`config.mk`:
```
export PLATFORM = sky130hd
export DESIGN_NAME = tage_alloc_sel
export DESIGN_NICKNAME = d
export VERILOG_FILES = /design/src/rtl/tage_alloc_pkg.sv /design/src/rtl/tas_lfsr.sv /design/src/rtl/tas_alloc_pick.sv /design/src/rtl/tas_tick.sv /design/src/rtl/tage_alloc_sel.sv
export SDC_FILE = /design/constraint.sdc
export NUM_CORES = 1
export LEC_CHECK = 0
export BUFFER_PORTS_ARGS = -buffer_cell sky130_fd_sc_hd__buf_2
export CAP_MARGIN = 30
export CORE_UTILIZATION = 50
export DETAILED_ROUTE_END_ITERATION = 6
export GPL_TIMING_DRIVEN = 0
export PLACE_DENSITY_LB_ADDON = 0.12
export SLEW_MARGIN = 20
export SYNTH_ARGS = -nofsm -noshare
export SYNTH_HDL_FRONTEND = slang
export SYNTH_HIERARCHICAL = 1
export SYNTH_SLANG_ARGS = --single-unit
```
`constraint.sdc`:
```
create_clock -name clk -period 7 [get_ports clk]
set_input_delay 0.7 -clock clk [delete_from_list [all_inputs] [get_ports clk]]
set_output_delay 0.7 -clock clk [all_outputs]
set_load 0.01 [all_outputs]
```
`src/rtl/tage_alloc_pkg.sv`:
```
package tage_alloc_pkg;

   typedef enum logic [1:0] {
      TICK_HOLD = 2'd0,
      TICK_UP   = 2'd1,
      TICK_DOWN = 2'd2
   } tick_dir_e;

endpackage

```
`src/rtl/tas_lfsr.sv`:
```
module tas_lfsr #(
   parameter int            W    = 16,
   parameter logic [W-1:0]  TAPS = 16'hB400,
   parameter logic [W-1:0]  SEED = 16'hACE1
) (
   input  logic         clk,
   input  logic         rst_n,
   output logic [W-1:0] state
);
   if (SEED == '0) begin : g_bad_seed
      $error("tas_lfsr: seed must be non-zero");
   end
   if (TAPS == '0) begin : g_bad_taps
      $error("tas_lfsr: tap mask must be non-zero");
   end

   logic [W-1:0] q;
   logic         fb;

   assign fb = ^(q & TAPS);

   always_ff @(posedge clk) begin
      if (!rst_n) q <= SEED;
      else        q <= {q[W-2:0], fb};
   end

   assign state = q;
endmodule

```
`src/rtl/tas_alloc_pick.sv`:
```
module tas_alloc_pick #(
   parameter int N = 4
) (
   input  logic         need,
   input  logic [N-1:0] cand,
   input  logic [N-1:0] rnd,
   output logic [N-1:0] onehot
);
   logic [N-1:0] masked;
   logic [N-1:0] low_masked;
   logic [N-1:0] low_cand;

   assign masked     = cand & rnd;
   assign low_masked = masked & (~masked + 1'b1);
   assign low_cand   = cand & (~cand + 1'b1);

   always_comb begin
      onehot = '0;
      if (need) begin
         if (masked != '0) onehot = low_masked;
         else              onehot = low_cand;
      end
   end
endmodule

```
`src/rtl/tas_tick.sv`:
```
module tas_tick
   import tage_alloc_pkg::*;
#(
   parameter int TICK_W = 7,
   parameter int CNT_W  = 3
) (
   input  logic             clk,
   input  logic             rst_n,
   input  logic             need,
   input  logic [CNT_W-1:0] n_cand,
   input  logic [CNT_W-1:0] n_fail,
   output logic             fire
);
   localparam logic [TICK_W-1:0] TOP       = {TICK_W{1'b1}};
   localparam logic [TICK_W-1:0] INIT_DIST = TICK_W'(1) << (TICK_W - 1);

   if (CNT_W > TICK_W) begin : g_bad_width
      $error("tas_tick: count width exceeds counter width");
   end

   logic [TICK_W-1:0] tick_q, dist_q, tick_d, dist_d, diff;
   tick_dir_e         dir;

   always_comb begin
      dir  = TICK_HOLD;
      diff = '0;
      if (need && (n_fail > n_cand)) begin
         dir  = TICK_UP;
         diff = TICK_W'(n_fail - n_cand);
      end else if (need && (n_cand > n_fail)) begin
         dir  = TICK_DOWN;
         diff = TICK_W'(n_cand - n_fail);
      end
   end

   always_comb begin
      tick_d = tick_q;
      dist_d = dist_q;
      unique case (dir)
         TICK_UP: begin
            if (diff >= dist_q) begin
               tick_d = TOP;
               dist_d = '0;
            end else begin
               tick_d = tick_q + diff;
               dist_d = dist_q - diff;
            end
         end
         TICK_DOWN: begin
            if (diff >= tick_q) begin
               tick_d = '0;
               dist_d = TOP;
            end else begin
               tick_d = tick_q - diff;
               dist_d = dist_q + diff;
            end
         end
         default: ;
      endcase
      if (tick_q == TOP) begin
         tick_d = '0;
         dist_d = TOP;
      end
   end

   always_ff @(posedge clk) begin
      if (!rst_n) begin
         tick_q <= '0;
         dist_q <= INIT_DIST;
      end else begin
         tick_q <= tick_d;
         dist_q <= dist_d;
      end
   end

   assign fire = (tick_q == TOP);
endmodule

```
`src/rtl/tage_alloc_sel.sv`:
```
module tage_alloc_sel #(
   parameter int                  NUM_TABLES = 4,
   parameter int                  TICK_W     = 7,
   parameter int                  LFSR_W     = 16,
   parameter logic [LFSR_W-1:0]   LFSR_TAPS  = 16'hB400,
   parameter logic [LFSR_W-1:0]   LFSR_SEED  = 16'hACE1,
   localparam int                 IDX_W      = $clog2(NUM_TABLES),
   localparam int                 CNT_W      = $clog2(NUM_TABLES + 1)
) (
   input  logic                  clk,
   input  logic                  rst_n,
   input  logic                  upd_valid,
   input  logic                  mispred,
   input  logic                  alt_used,
   input  logic                  provider_valid,
   input  logic [IDX_W-1:0]      provider_idx,
   input  logic                  provider_correct,
   input  logic [NUM_TABLES-1:0] allocatable,
   output logic [NUM_TABLES-1:0] alloc_onehot,
   output logic                  reset_useful
);
   if (NUM_TABLES < 2) begin : g_bad_tables
      $error("tage_alloc_sel: need at least two tables");
   end
   if (LFSR_W < 16 || LFSR_W < NUM_TABLES) begin : g_bad_lfsr
      $error("tage_alloc_sel: random source too narrow");
   end
   if (TICK_W < CNT_W + 1) begin : g_bad_tick
      $error("tage_alloc_sel: pressure counter too narrow");
   end

   logic [LFSR_W-1:0]     lfsr_q;
   logic [NUM_TABLES-1:0] longer, cand, fail;
   logic [CNT_W-1:0]      n_cand, n_fail;
   logic                  need;

   assign need = upd_valid && mispred &&
                 !(alt_used && provider_valid && provider_correct);

   for (genvar t = 0; t < NUM_TABLES; t++) begin : g_longer
      assign longer[t] = !provider_valid || (IDX_W'(t) > provider_idx);
   end

   assign cand   = allocatable & longer;
   assign fail   = ~allocatable & longer;
   assign n_cand = CNT_W'($countones(cand));
   assign n_fail = CNT_W'($countones(fail));

   tas_lfsr #(
      .W    (LFSR_W),
      .TAPS (LFSR_TAPS),
      .SEED (LFSR_SEED)
   ) u_lfsr (
      .clk   (clk),
      .rst_n (rst_n),
      .state (lfsr_q)
   );

   tas_alloc_pick #(
      .N (NUM_TABLES)
   ) u_pick (
      .need   (need),
      .cand   (cand),
      .rnd    (lfsr_q[NUM_TABLES-1:0]),
      .onehot (alloc_onehot)
   );

   tas_tick #(
      .TICK_W (TICK_W),
      .CNT_W  (CNT_W)
   ) u_tick (
      .clk    (clk),
      .rst_n  (rst_n),
      .need   (need),
      .n_cand (n_cand),
      .n_fail (n_fail),
      .fire   (reset_useful)
   );
endmodule

```
=== Word-level counts from Yosys, hierarchy flattened ===
Index checks and enable logic that the tools add are counted.

* Logic and storage cells: 68
* Bits in registers: 30
* Bits of input ports: 13
* Output and inout port bits: 5

* Eq/ne operators: 3
* Reductions and logical operators: 17
* Bitwise gates (word level): 9
* Order comparisons: 8
* Multiplexer cells: 13
* Add/subtract/negate cells: 14

{| class="wikitable"
|+ Operators by type and width
! cell !! number
|-
| $mux W7 || 6
|-
| $pmux W7 S2 || 2
|-
| $and A4 B4 Y4 || 5
|-
| $reduce_xor A16 Y1 || 1
|-
| $add A7 B7 Y7 || 2
|-
| $ge A7 B7 Y1 || 2
|-
| $sub A7 B7 Y7 || 2
|-
| $not A4 Y4 || 3
|-
| $add A1 B1 Y2 || 4
|-
| $add A4 B1 Y4 const B || 2
|-
| $mux W4 || 2
|-
| $sub A3 B3 Y4 || 2
|-
| $eq A7 B7 Y1 const B || 1
|-
| $add A2 B2 Y3 || 2
|-
| $gt A3 B3 Y1 || 2
|-
| $logic_and A1 B1 Y1 || 6
|-
| $mux W6 || 1
|-
| $gt A1 B2 Y1 const A || 2
|-
| $gt A2 B2 Y1 const A || 2
|-
| $logic_or A1 B1 Y1 || 4
|-
| $mux W2 || 2
|-
| $reduce_bool A4 Y1 || 1
|-
| $reduce_bool A3 Y1 || 1
|-
| $eq A2 B1 Y1 const B || 1
|-
| 5 further kinds || 6
|}

=== Longest topological paths before layout ===
Gate-level depths: netlist (run 1).

* Word-level depth: 13
* Mapped depth: 21
* Gate-level depth less buffers: 19

=== Cells and area by module ===
Netlist (run 1), hierarchy kept.

{| class="wikitable"
|+ By module, submodules not included
! module !! area each (um^2) !! instances !! cells each !! sequential area each (um^2)
|-
| tas_tick || 2308.5 || 1 || 286 || 280.3
|-
| tas_lfsr || 451.7 || 1 || 36 || 320.3
|-
| tage_alloc_sel || 162.7 || 1 || 18 || 0.0
|-
| tas_alloc_pick || 97.6 || 1 || 17 || 0.0
|}

=== Worst setup path before layout (run 1) ===
OpenSTA, ideal clock, no wires.

* Path kind: input to register
* From: in provider_idx[0]
* To: reg u_tick.tick_q[5]
* Buffers on the path: 1
* Arrival time: 5561 ps
* Slack: 1351 ps
* Library setup time: 88 ps
* Cell stages on the path: 18
* Required time: 6912 ps
* Cell sequence: a31oi_1 fa_1 ha_1 ha_1 inv_1 fa_1 fa_1 and4b_1 clkbuf_1 o21ai_0 o22ai_1 inv_1 ha_1 or3_1 or4_1 o311ai_1 a21oi_1 o32ai_2

* Word-level cells in the longest chain between the ends: 12
* Elaborated cells between the ends (all ways): 36
* Those cells by class: add/sub: 10; order compare: 8; eq/ne: 2; mux: 7; bitwise: 2; reduce/logical: 7

{| class="wikitable"
|+ RTL lines
! item !! RTL line !! text
|-
| start, declared || tage_alloc_sel.sv:16 || <nowiki>input logic [IDX_W-1:0] provider_idx,</nowiki>
|-
| $gt A1 B2 Y1 or $gt A2 B2 Y1 (tied branches) || tage_alloc_sel.sv:41 || <nowiki>assign longer[t] = !provider_valid || (IDX_W'(t) > provider_idx);</nowiki>
|-
| $logic_or A1 B1 Y1 || tage_alloc_sel.sv:41 ||
|-
| $and A4 B4 Y4 * || tage_alloc_sel.sv:44 || <nowiki>assign cand = allocatable & longer;</nowiki>
|-
| $add A1 B1 Y2 (not written as such) || tage_alloc_sel.sv:46 || <nowiki>assign n_cand = CNT_W'($countones(cand));</nowiki>
|-
| $add A2 B2 Y3 (not written as such) * || tage_alloc_sel.sv:46 ||
|-
| net n_cand[1] || tage_alloc_sel.sv:34 || <nowiki>logic [CNT_W-1:0] n_cand, n_fail;</nowiki>
|-
| $gt A3 B3 Y1 || tas_tick.sv:30 || <nowiki>end else if (need && (n_cand > n_fail)) begin</nowiki>
|-
| $logic_and A1 B1 Y1 || tas_tick.sv:30 ||
|-
| $mux W7 || tas_tick.sv:30 ||
|-
| $mux W7 || tas_tick.sv:27 || <nowiki>if (need && (n_fail > n_cand)) begin</nowiki>
|-
| $sub A7 B7 Y7 (tied with other cells) || tas_tick.sv:54 || <nowiki>tick_d = tick_q - diff;</nowiki>
|-
| $mux W7, on equally long branches || tas_tick.sv:50, tas_tick.sv:41 ||
|-
| $pmux W7 S2 || tas_tick.sv:39 || <nowiki>unique case (dir)</nowiki>
|-
| end signal, assigned || tas_tick.sv:71 || <nowiki>tick_q <= tick_d;</nowiki>
|-
| end, declared || tas_tick.sv:21 || <nowiki>logic [TICK_W-1:0] tick_q, dist_q, tick_d, dist_d, diff;</nowiki>
|}

The timed path passes the listed nets; every way through them passes the cells marked *.
A chain may end at the register's enable or synchronous reset.

=== Worst setup path in the final report (run 1) ===
* From: in provider_valid
* To: reg u_tick.dist_q[5]

* Word-level cells in the longest chain between the ends: 13
* Elaborated cells between the ends (all ways): 38
* Those cells by class: add/sub: 10; order compare: 4; eq/ne: 2; mux: 8; bitwise: 2; reduce/logical: 12

{| class="wikitable"
|+ RTL lines
! item !! RTL line !! text
|-
| start, declared || tage_alloc_sel.sv:15 || <nowiki>input logic provider_valid,</nowiki>
|-
| $logic_not A1 Y1 * || tage_alloc_sel.sv:41 ||
|-
| $logic_or A1 B1 Y1 * || tage_alloc_sel.sv:41 ||
|-
| $and A4 B4 Y4 * || tage_alloc_sel.sv:44 ||
|-
| net cand[3] || tage_alloc_sel.sv:33 || <nowiki>logic [NUM_TABLES-1:0] longer, cand, fail;</nowiki>
|-
| $add A1 B1 Y2 (not written as such) * || tage_alloc_sel.sv:46 ||
|-
| $add A2 B2 Y3 (not written as such) * || tage_alloc_sel.sv:46 ||
|-
| net n_cand[1] || tage_alloc_sel.sv:34 ||
|-
| $gt A3 B3 Y1 || tas_tick.sv:30 ||
|-
| $logic_and A1 B1 Y1 || tas_tick.sv:30 ||
|-
| $mux W7 || tas_tick.sv:30 ||
|-
| $mux W7 || tas_tick.sv:27 ||
|-
| $add A7 B7 Y7 (tied with other cells) || tas_tick.sv:55 || <nowiki>dist_d = dist_q + diff;</nowiki>
|-
| $mux W7, on equally long branches || tas_tick.sv:50, tas_tick.sv:41 ||
|-
| $pmux W7 S2 || tas_tick.sv:39 ||
|-
| $mux W6 || tas_tick.sv:60 || <nowiki>if (tick_q == TOP) begin</nowiki>
|-
| end signal, assigned || tas_tick.sv:72 || <nowiki>dist_q <= dist_d;</nowiki>
|-
| end, declared || tas_tick.sv:21 ||
|}

Marked as above.

==> impl_results.md, run 1 <==
- Status: complete, no violations
- Number of enable flip-flop cells after synthesis: 0
- Floorplan die width: ~80 um
- Cell Area, Synth: 0.00302 mm2
- First-pass iteration count of the detailed router: 4
- Number of port buffers: 17
- RSZ-0062 raised after global routing: false
- Main synth FF type: dfxtp_1
- Overall global routing resource usage: a little under a quarter
- Worst-margin pin slew: approximately 0.76 ns
- Fraction of final layout cells sized beyond drive strength 1: 14.1%
- Share of flip-flops with an asynchronous set or reset: 0%
- Required time reported for the critical path endpoint: 7.14 ns
- Max Clock Skew: 0.00808 ns
- Register-to-register setup slack: 4.70 ns
- Worst min-delay path category: flip-flop to flip-flop
- Slew Limit Headroom: 49.1%
- Final setup violation count: 0
- Area share of the leading cell type in the synthesized netlist: 19.9%
- Vias in the first global route: 2475
- Count of buffers added by post-CTS timing repair for setup: 0
- Worst vdd ir: 0.150 mV
- Reg2reg end: u_tick/tick_q[5]
- Number of buffers between clock root and the deepest sink: 2
- Total count of max-transition violations in the final report: 0
- Antenna cells: 0
- Total detailed-routing wirelength: 7.15 mm
- Synth-to-layout area growth: 9.15%
- Beginning of the worst register-to-register path: u_tick/tick_q[4]
- Worst hold stages: 1
- Number of antenna violations at the first check in global routing: 0
- Number of flip-flops and latches in the synthesized netlist: 30
- Highest Clock Rate: 156 MHz
- Worst R2R Path Depth: 7
- Synth Area in XOR/XNOR: 2.90%
- Overall die area: about 0.0064 mm2
- Clock net sink count: 30
- Adder and majority gate portion of the synthesized area: 22.4%
- Accumulated negative setup slack: 0 ns
- Total of cells resized after clock tree synthesis: 0
- Distinct cells, synth: 73
- Compound-gate portion of the synthesized area: 25.9%
- DRC violations left: 0
- Final cycle utilization of the critical path: 91.4%
- Final Critical Period: about 6.4 ns
- Overall power consumption: 0.000966 W
- Cell at the slowest stage of the critical path: ha_1
- Later-pin clock latency in the skew report: 0.28 ns
- Endpoint type of the worst setup path: flip-flop
- Syn_nets: 418
- Leakage Power: 1.46 nW
- Category of the most critical setup path: input port to flip-flop
- Site Rows: 27
- Maximum number of pins on one net before global-route repair: 15
- Largest stage delay on the critical path: 0.52 ns
- Largest cells by area after synthesis: dfxtp_1 20%, ha_1 16%, fa_1 6.6%, o21ai_0 4.1%, inv_1 3.5%
- Number of hold violations in the final report: 0
- Share of cell area taken by muxes after synthesis: 0%
- Crit path buf inv count: 4
- Cell taking the most area after synthesis: dfxtp_1
- Fraction of the mapped netlist area in simple logic gates: 22.9%
- Area of the core: 0.00568 mm2
- Chip Height: 79.7 um
- I/O pin count: 18
- Final ANT Viol Nets: 0
- Final-stage net count: ~440
- WL/cell: 15.7 um
- Clock tree from TritonCTS: done
- Max H-tree Level: 2
- Critical-path cell list: buf_2, a31oi_1, fa_1, ha_1, ha_1, inv_1, fa_1, fa_1, and4b_1, clkbuf_1, o21ai_0, o22ai_2, inv_1, ha_1, nor4b_2, o31a_1, o31ai_2, a21boi_1, a31oi_1
- Power per Cell Area: 293 mW/mm2
- Dominant combinational cell family by area after synthesis: compound AO/OA/AOI/OAI gates
- Count of warnings emitted by yosys: 6
- Instance count of the mapped netlist: 357
- Vias per std cell: 5.94
- Clock slew seen by the registers of the worst setup and hold paths: approximately 0.070 ns
- Share of synthesized area occupied by flip-flops and latches: ~20%
- Initial drt markers: 131
- Startpoint of the most critical hold path: u_lfsr/state[4]
- Synth Area per Inst: 8.46 um2
- Top Family by Delay on Critical Path: adder cells
- Category of the worst setup path launch point: input port
- Initial standard-cell utilization of the core: a little over half
- Final Wtd Congestion: 0.817
- Hold-fix buffer count after cts: 0
- Worst EP arrival: approximately 6.5 ns
- Global route overflow: 0
- Via total after detailed routing: about 2700
- Number of buffers added by the clock tree synthesis step: 5
- Clock root buffer: clkbuf_8
- Global-route wire length before repair: 11.7 mm
- Largest fanout on the critical path: 9
- DPL Wire Length: ~5.4 mm
- Max-cap viol count: 0
- Worst Hold Path EP: u_lfsr/state[5]
[Yosys cell counts, types with 2 or more instances]
| cell type | n |
|---|---|
| ha_1 | 38 |
| dfxtp_1 | 30 |
| inv_1 | 28 |
| o21ai_0 | 25 |
| a21oi_1 | 19 |
| nor2_1 | 19 |
| nand2b_1 | 14 |
| a31oi_1 | 11 |
| nor3_1 | 11 |
| and2_1 | 10 |
| fa_1 | 10 |
| nand2_1 | 10 |
| nand3_1 | 9 |
| nor3b_1 | 8 |
| a211oi_1 | 7 |
| buf_2 | 7 |
| xor2_1 | 7 |
| a21o_1 | 6 |
| nor2b_1 | 5 |
| clkbuf_1 | 4 |
| nor4_1 | 4 |
| or2_2 | 4 |
| and3b_1 | 3 |
| nand4_1 | 3 |
| o21a_1 | 3 |
| xnor2_1 | 3 |
| a2111oi_0 | 2 |
| a211o_1 | 2 |
| a21boi_0 | 2 |
| a221oi_1 | 2 |
| a22o_1 | 2 |
| a22oi_1 | 2 |
| buf_4 | 2 |
| o211ai_1 | 2 |
| o22ai_1 | 2 |
| o31a_1 | 2 |
| or3_1 | 2 |
| or4_1 | 2 |
[area by class of cell]
type                            instances  area (um2)
Fill cell                             532        2380
Multi-Input combinational cell        285        2240
Tap cell                               72        90.1
Timing Repair Buffer                   17        85.1
Inverter                               28         105
Clock buffer                            6        82.6
Clock inverter                          2        12.5
Buffer                                 14        76.3
Sequential cell                        30         601
[kinds of logic after synthesis]
family	Yosys count
adders and majority gates	48
DFF	30
AOI/OAI and AO/OA	110
xor gates and xnor gates	10
and+or+nand+nor	117
buffers and inverters	42
[stage by stage]
step,util (%),std cells,setup slack (ns),hold slack [ns],area [um2]
floorplan,-,357,1.35,0.386,3020
global placement,56.3,446,0.0616,0.388,3200
detailed placement,56.3,446,0.00468,0.396,3200
CTS,58.0,454,0.261,0.404,3290
global route,58.1,454,0.240,0.429,3300
finish,58.1,454,0.599,0.401,3300
[registers in the layout (all words and copies together) (netlist names)]
register	cells
u_lfsr/state	16
u_tick/dist_q	7
u_tick/tick_q	7
[cell usage in the layout (no fill, tap or decap), types with 9 or more instances in the layout]
cell      synthesis  final
ha_1             38     38
dfxtp_1          30     30
inv_1            28     28
o21ai_0          25     25
buf_2             7     24
nor2_1           19     19
a21oi_1          19     19
nand2b_1         14     14
a31oi_1          11     11
nor3_1           11     11
and2_1           10     10
nand2_1          10     10
fa_1             10     10
nand3_1           9      9
[report_power, final]
part	internal (W)	total (W)	switching, W	leakage (nW)
clock	0.0000788	0.000143	0.0000645	0.0472
combinational	0.000250	0.000610	0.000360	1.17
sequential	0.000192	0.000213	0.0000207	0.248
[routing by layer]
metal	global-route usage, %	share of wire, %
met3	2.29	4.3
met2	38.7	47
met5	0	0
met4	7.09	1.0
met1	32.7	48
[worst max-delay path by stage]
stage	startpoint	endpoint	cells after the start	slack, ns
3_5_place_dp	provider_valid	u_tick/dist_q[3]	19	0.005
3_3_place_gp	provider_valid	u_tick/dist_q[5]	19	0.06
4_1_cts	provider_valid	u_tick/dist_q[5]	19	0.26
2_1_floorplan	provider_idx[0]	u_tick/tick_q[5]	18	1.35
6_report	provider_valid	u_tick/dist_q[5]	19	0.60
5_1_grt	provider_valid	u_tick/dist_q[5]	19	0.24
Power figures use the tool's default switching activity.
==> run 2: changes to the inputs <==
--- a/config.mk
+++ b/config.mk
@@ -14,5 +14,4 @@
 export SLEW_MARGIN = 20
 export SYNTH_ARGS = -nofsm -noshare
 export SYNTH_HDL_FRONTEND = slang
-export SYNTH_HIERARCHICAL = 1
 export SYNTH_SLANG_ARGS = --single-unit
==> impl_results.md, run 2 <==
- Critical-path cell list: buf_2, o21ai_0, nor2b_1, fa_1, ha_1, ha_1, inv_1, fa_1, inv_1, fa_1, o21ai_0, nor2_1, nand2_1, o22ai_1, inv_1, ha_1, o21bai_1, a21oi_1, o211ai_2, and2_4, o221a_2, a31oi_1
- Max H-tree Level: 2 (unchanged)
- Most common cell in the netlist: ha_1
- Instance count of the mapped netlist: 339 (-5.0%)
- Required time reported for the critical path endpoint: 7.19 ns (+0.05 ns)
- Clock tree from TritonCTS: done
- Overall global routing resource usage: 24.2% (+0.53 points)
- Vias in the first global route: 2415 (-2.4%)
- Floorplan die width: 76.9 um (-3.5%)
- Global-route wire length before repair: 11.5 mm (-1.5%)
- Fraction of final layout cells sized beyond drive strength 1: 12.6% (-1.5 points)
- Crit path buf inv count: 4 (unchanged)
- Final Wtd Congestion: 0.862 (+5.4%)
- Largest stage delay on the critical path: 0.78 ns (+0.26 ns)
- Highest Clock Rate: 157 MHz (+0.37%)
- Main synth FF type: dfxtp_1
- Power per Cell Area: 315 mW/mm2 (+7.7%)
- Distinct cells, synth: 55 (-25%)
- Via total after detailed routing: 2560 (-5.0%)
- Worst min-delay path category: flip-flop to flip-flop
- Global route overflow: 0 (unchanged)
- First-pass iteration count of the detailed router: 5 (+1)
- Final hold slack: 0.412 ns (+0.0109 ns)
- Slew Limit Headroom: 35.5% (-14 points)
- Most used cells in the layout excluding fill and tap cells: 38 x ha_1, 30 x dfxtp_1, 27 x inv_1
- Synth-to-layout area growth: 9.55%
- Clock root buffer: clkbuf_8
- Final-stage net count: 423 (-4.3%)
- Accumulated negative setup slack: 0 ns (unchanged)
- Max-cap viol count: 0 (unchanged)
- Number of antenna violations at the first check in global routing: 0 (unchanged)
- Total of cells resized after clock tree synthesis: 0 (unchanged)
- Share of synthesized area occupied by flip-flops and latches: 21.4% (+1.5 points)
- Final cycle utilization of the critical path: 91.1% (-0.34 points)
- Total detailed-routing wirelength: 6.79 mm (-5.0%)
- Number of enable flip-flop cells after synthesis: 0 (unchanged)
- Share of flip-flops with an asynchronous set or reset: 0% (unchanged)
- Number of flip-flops and latches in the synthesized netlist: 30 (unchanged)
- Initial drt markers: 163 (+24%)
- Count of warnings emitted by yosys: 0 (-6)
- Category of the worst setup path launch point: input port
- Later-pin clock latency in the skew report: 0.28 ns (about the same)
- Chip Height: 76.9 um (-3.5%)
- Most common library cell in the layout ignoring fill and taps: ha_1
- Final Critical Period: 6.38 ns (-0.0235 ns)
- Number of buffers between clock root and the deepest sink: 2 (unchanged)
- Final ANT Viol Nets: 0 (unchanged)
- Status: complete, no violations
- Final setup violation count: 0 (unchanged)
- Number of flip-flops in the largest register: 16 (unchanged)
- Vias per std cell: 5.90 (-0.63%)
- Syn_nets: 399 (-4.5%)
- Top Family by Delay on Critical Path: compound AO/OA/AOI/OAI gates
- Largest cells by area after synthesis: dfxtp_1 21%, ha_1 17%, fa_1 6.4%, o21ai_0 4.5%, a21oi_1 4.1%
- Overall die area: 0.00591 mm2 (-6.9%)
- Top cells by count, synth: 38 x ha_1, 30 x dfxtp_1, 27 x inv_1, 25 x o21ai_0
- Clock slew seen by the registers of the worst setup and hold paths: 0.06 ns (about the same)
- Cell taking the most area after synthesis: dfxtp_1
- Synth Area per Inst: 8.27 um2 (-2.2%)
- DPL Wire Length: 5.40 mm (-0.61%)
- Endpoint type of the worst setup path: flip-flop
- Hold-fix buffer count after cts: 0 (unchanged)
- Cell Area, Synth: 0.00281 mm2 (-7.1%)
- Worst EP arrival: 6.57 ns (+0.03 ns)
- DRC violations left: 0 (unchanged)
- Antenna cells: 0 (unchanged)
- Worst vdd ir: 0.165 mV (+9.6%)
- RSZ-0062 raised after global routing: false
- Number of port buffers: 17 (unchanged)
- I/O pin count: 18 (unchanged)
- Clock net sink count: 30 (unchanged)
- Leakage Power: 1.36 nW (-7.0%)
- Site Rows: 26 (-3.7%)
- Number of hold violations in the final report: 0 (unchanged)
- Worst-margin pin slew: 0.967 ns (+0.211 ns)
- Total count of max-transition violations in the final report: 0 (unchanged)
- Number of buffers added by the clock tree synthesis step: 5 (unchanged)
- Maximum number of pins on one net before global-route repair: 11 (-4)
- Area of the core: 0.00527 mm2 (-7.1%)
- Count of buffers added by post-CTS timing repair for setup: 0 (unchanged)
- Max Clock Skew: 0.00731 ns (-0.000769 ns)
- Category of the most critical setup path: input port to flip-flop
- WL/cell: 15.6 um (-0.66%)
- Initial standard-cell utilization of the core: 53.2% (about the same)
- Largest fanout on the critical path: 10 (+1)
- Cell at the slowest stage of the critical path: o22ai_1
- Area share of the leading cell type in the synthesized netlist: 21.4% (+1.5 points)
## run 2: per-layer routing
layer,vias to the layer above,part of all wire (%),track usage (%)
met5,-,0,0
met4,0,1.4,7.12
met3,9,3.0,2.38
met2,52,47,39.5
met1,1230,49,33.6
li1,1269,-,-
## run 2: cell type report
class                           count  area [um2]
Buffer                             10        55.1
Clock buffer                        6        82.6
Clock inverter                      2        12.5
Fill cell                         512        2200
Inverter                           27         101
Multi-Input combinational cell    272        2050
Sequential cell                    30         601
Tap cell                           70        87.6
Timing Repair Buffer               17        85.1
## run 2: final timing paths
check	slack [ns]	endpoint	from	cells past startpoint
setup / recovery	0.62	u_tick.dist_q[3]	provider_idx[1]	22
hold / removal	0.41	u_lfsr.state[15]	u_lfsr.state[14]	1
hold reg to reg	0.41	u_lfsr.state[15]	u_lfsr.state[14]	1
setup reg to reg	4.76	u_tick.tick_q[3]	u_tick.tick_q[4]	8
## run 2: per-stage QoR
stage               instances  total power, W  setup WS (ns)  area, um2  util [%]
finish                    434        0.000969          0.623       3070      58.3
global route              434         0.00105          0.147       3070      58.3
CTS                       434        0.000965          0.683       3070      58.3
detailed placement        426        0.000815          0.408       2980      56.5
global placement          426        0.000809          0.494       2980      56.5
floorplan                 339        0.000673           1.52       2810         -
## run 2: power by group
part           switching (W)  total (W)  internal (W)
Combinational       0.000367   0.000608      0.000241
Sequential         0.0000216   0.000216      0.000194
Clock              0.0000662   0.000145     0.0000789
Total               0.000454   0.000969      0.000515
## run 2: logic make-up (layout without fill, tap and decap cells)
| logic type | after synthesis | count (layout) | share of synthesized area (%) |
|---|---|---|---|
| xor gates and xnor gates | 13 | 13 | 4.06 |
| DFF | 30 | 30 | 21.4 |
| muxes | 1 | 1 | 0.357 |
| and+or+nand+nor | 114 | 114 | 22.4 |
| buffers and inverters | 37 | 62 | 5.58 |
| adders and majority gates | 47 | 47 | 23.4 |
| AOI/OAI and AO/OA | 97 | 97 | 22.8 |
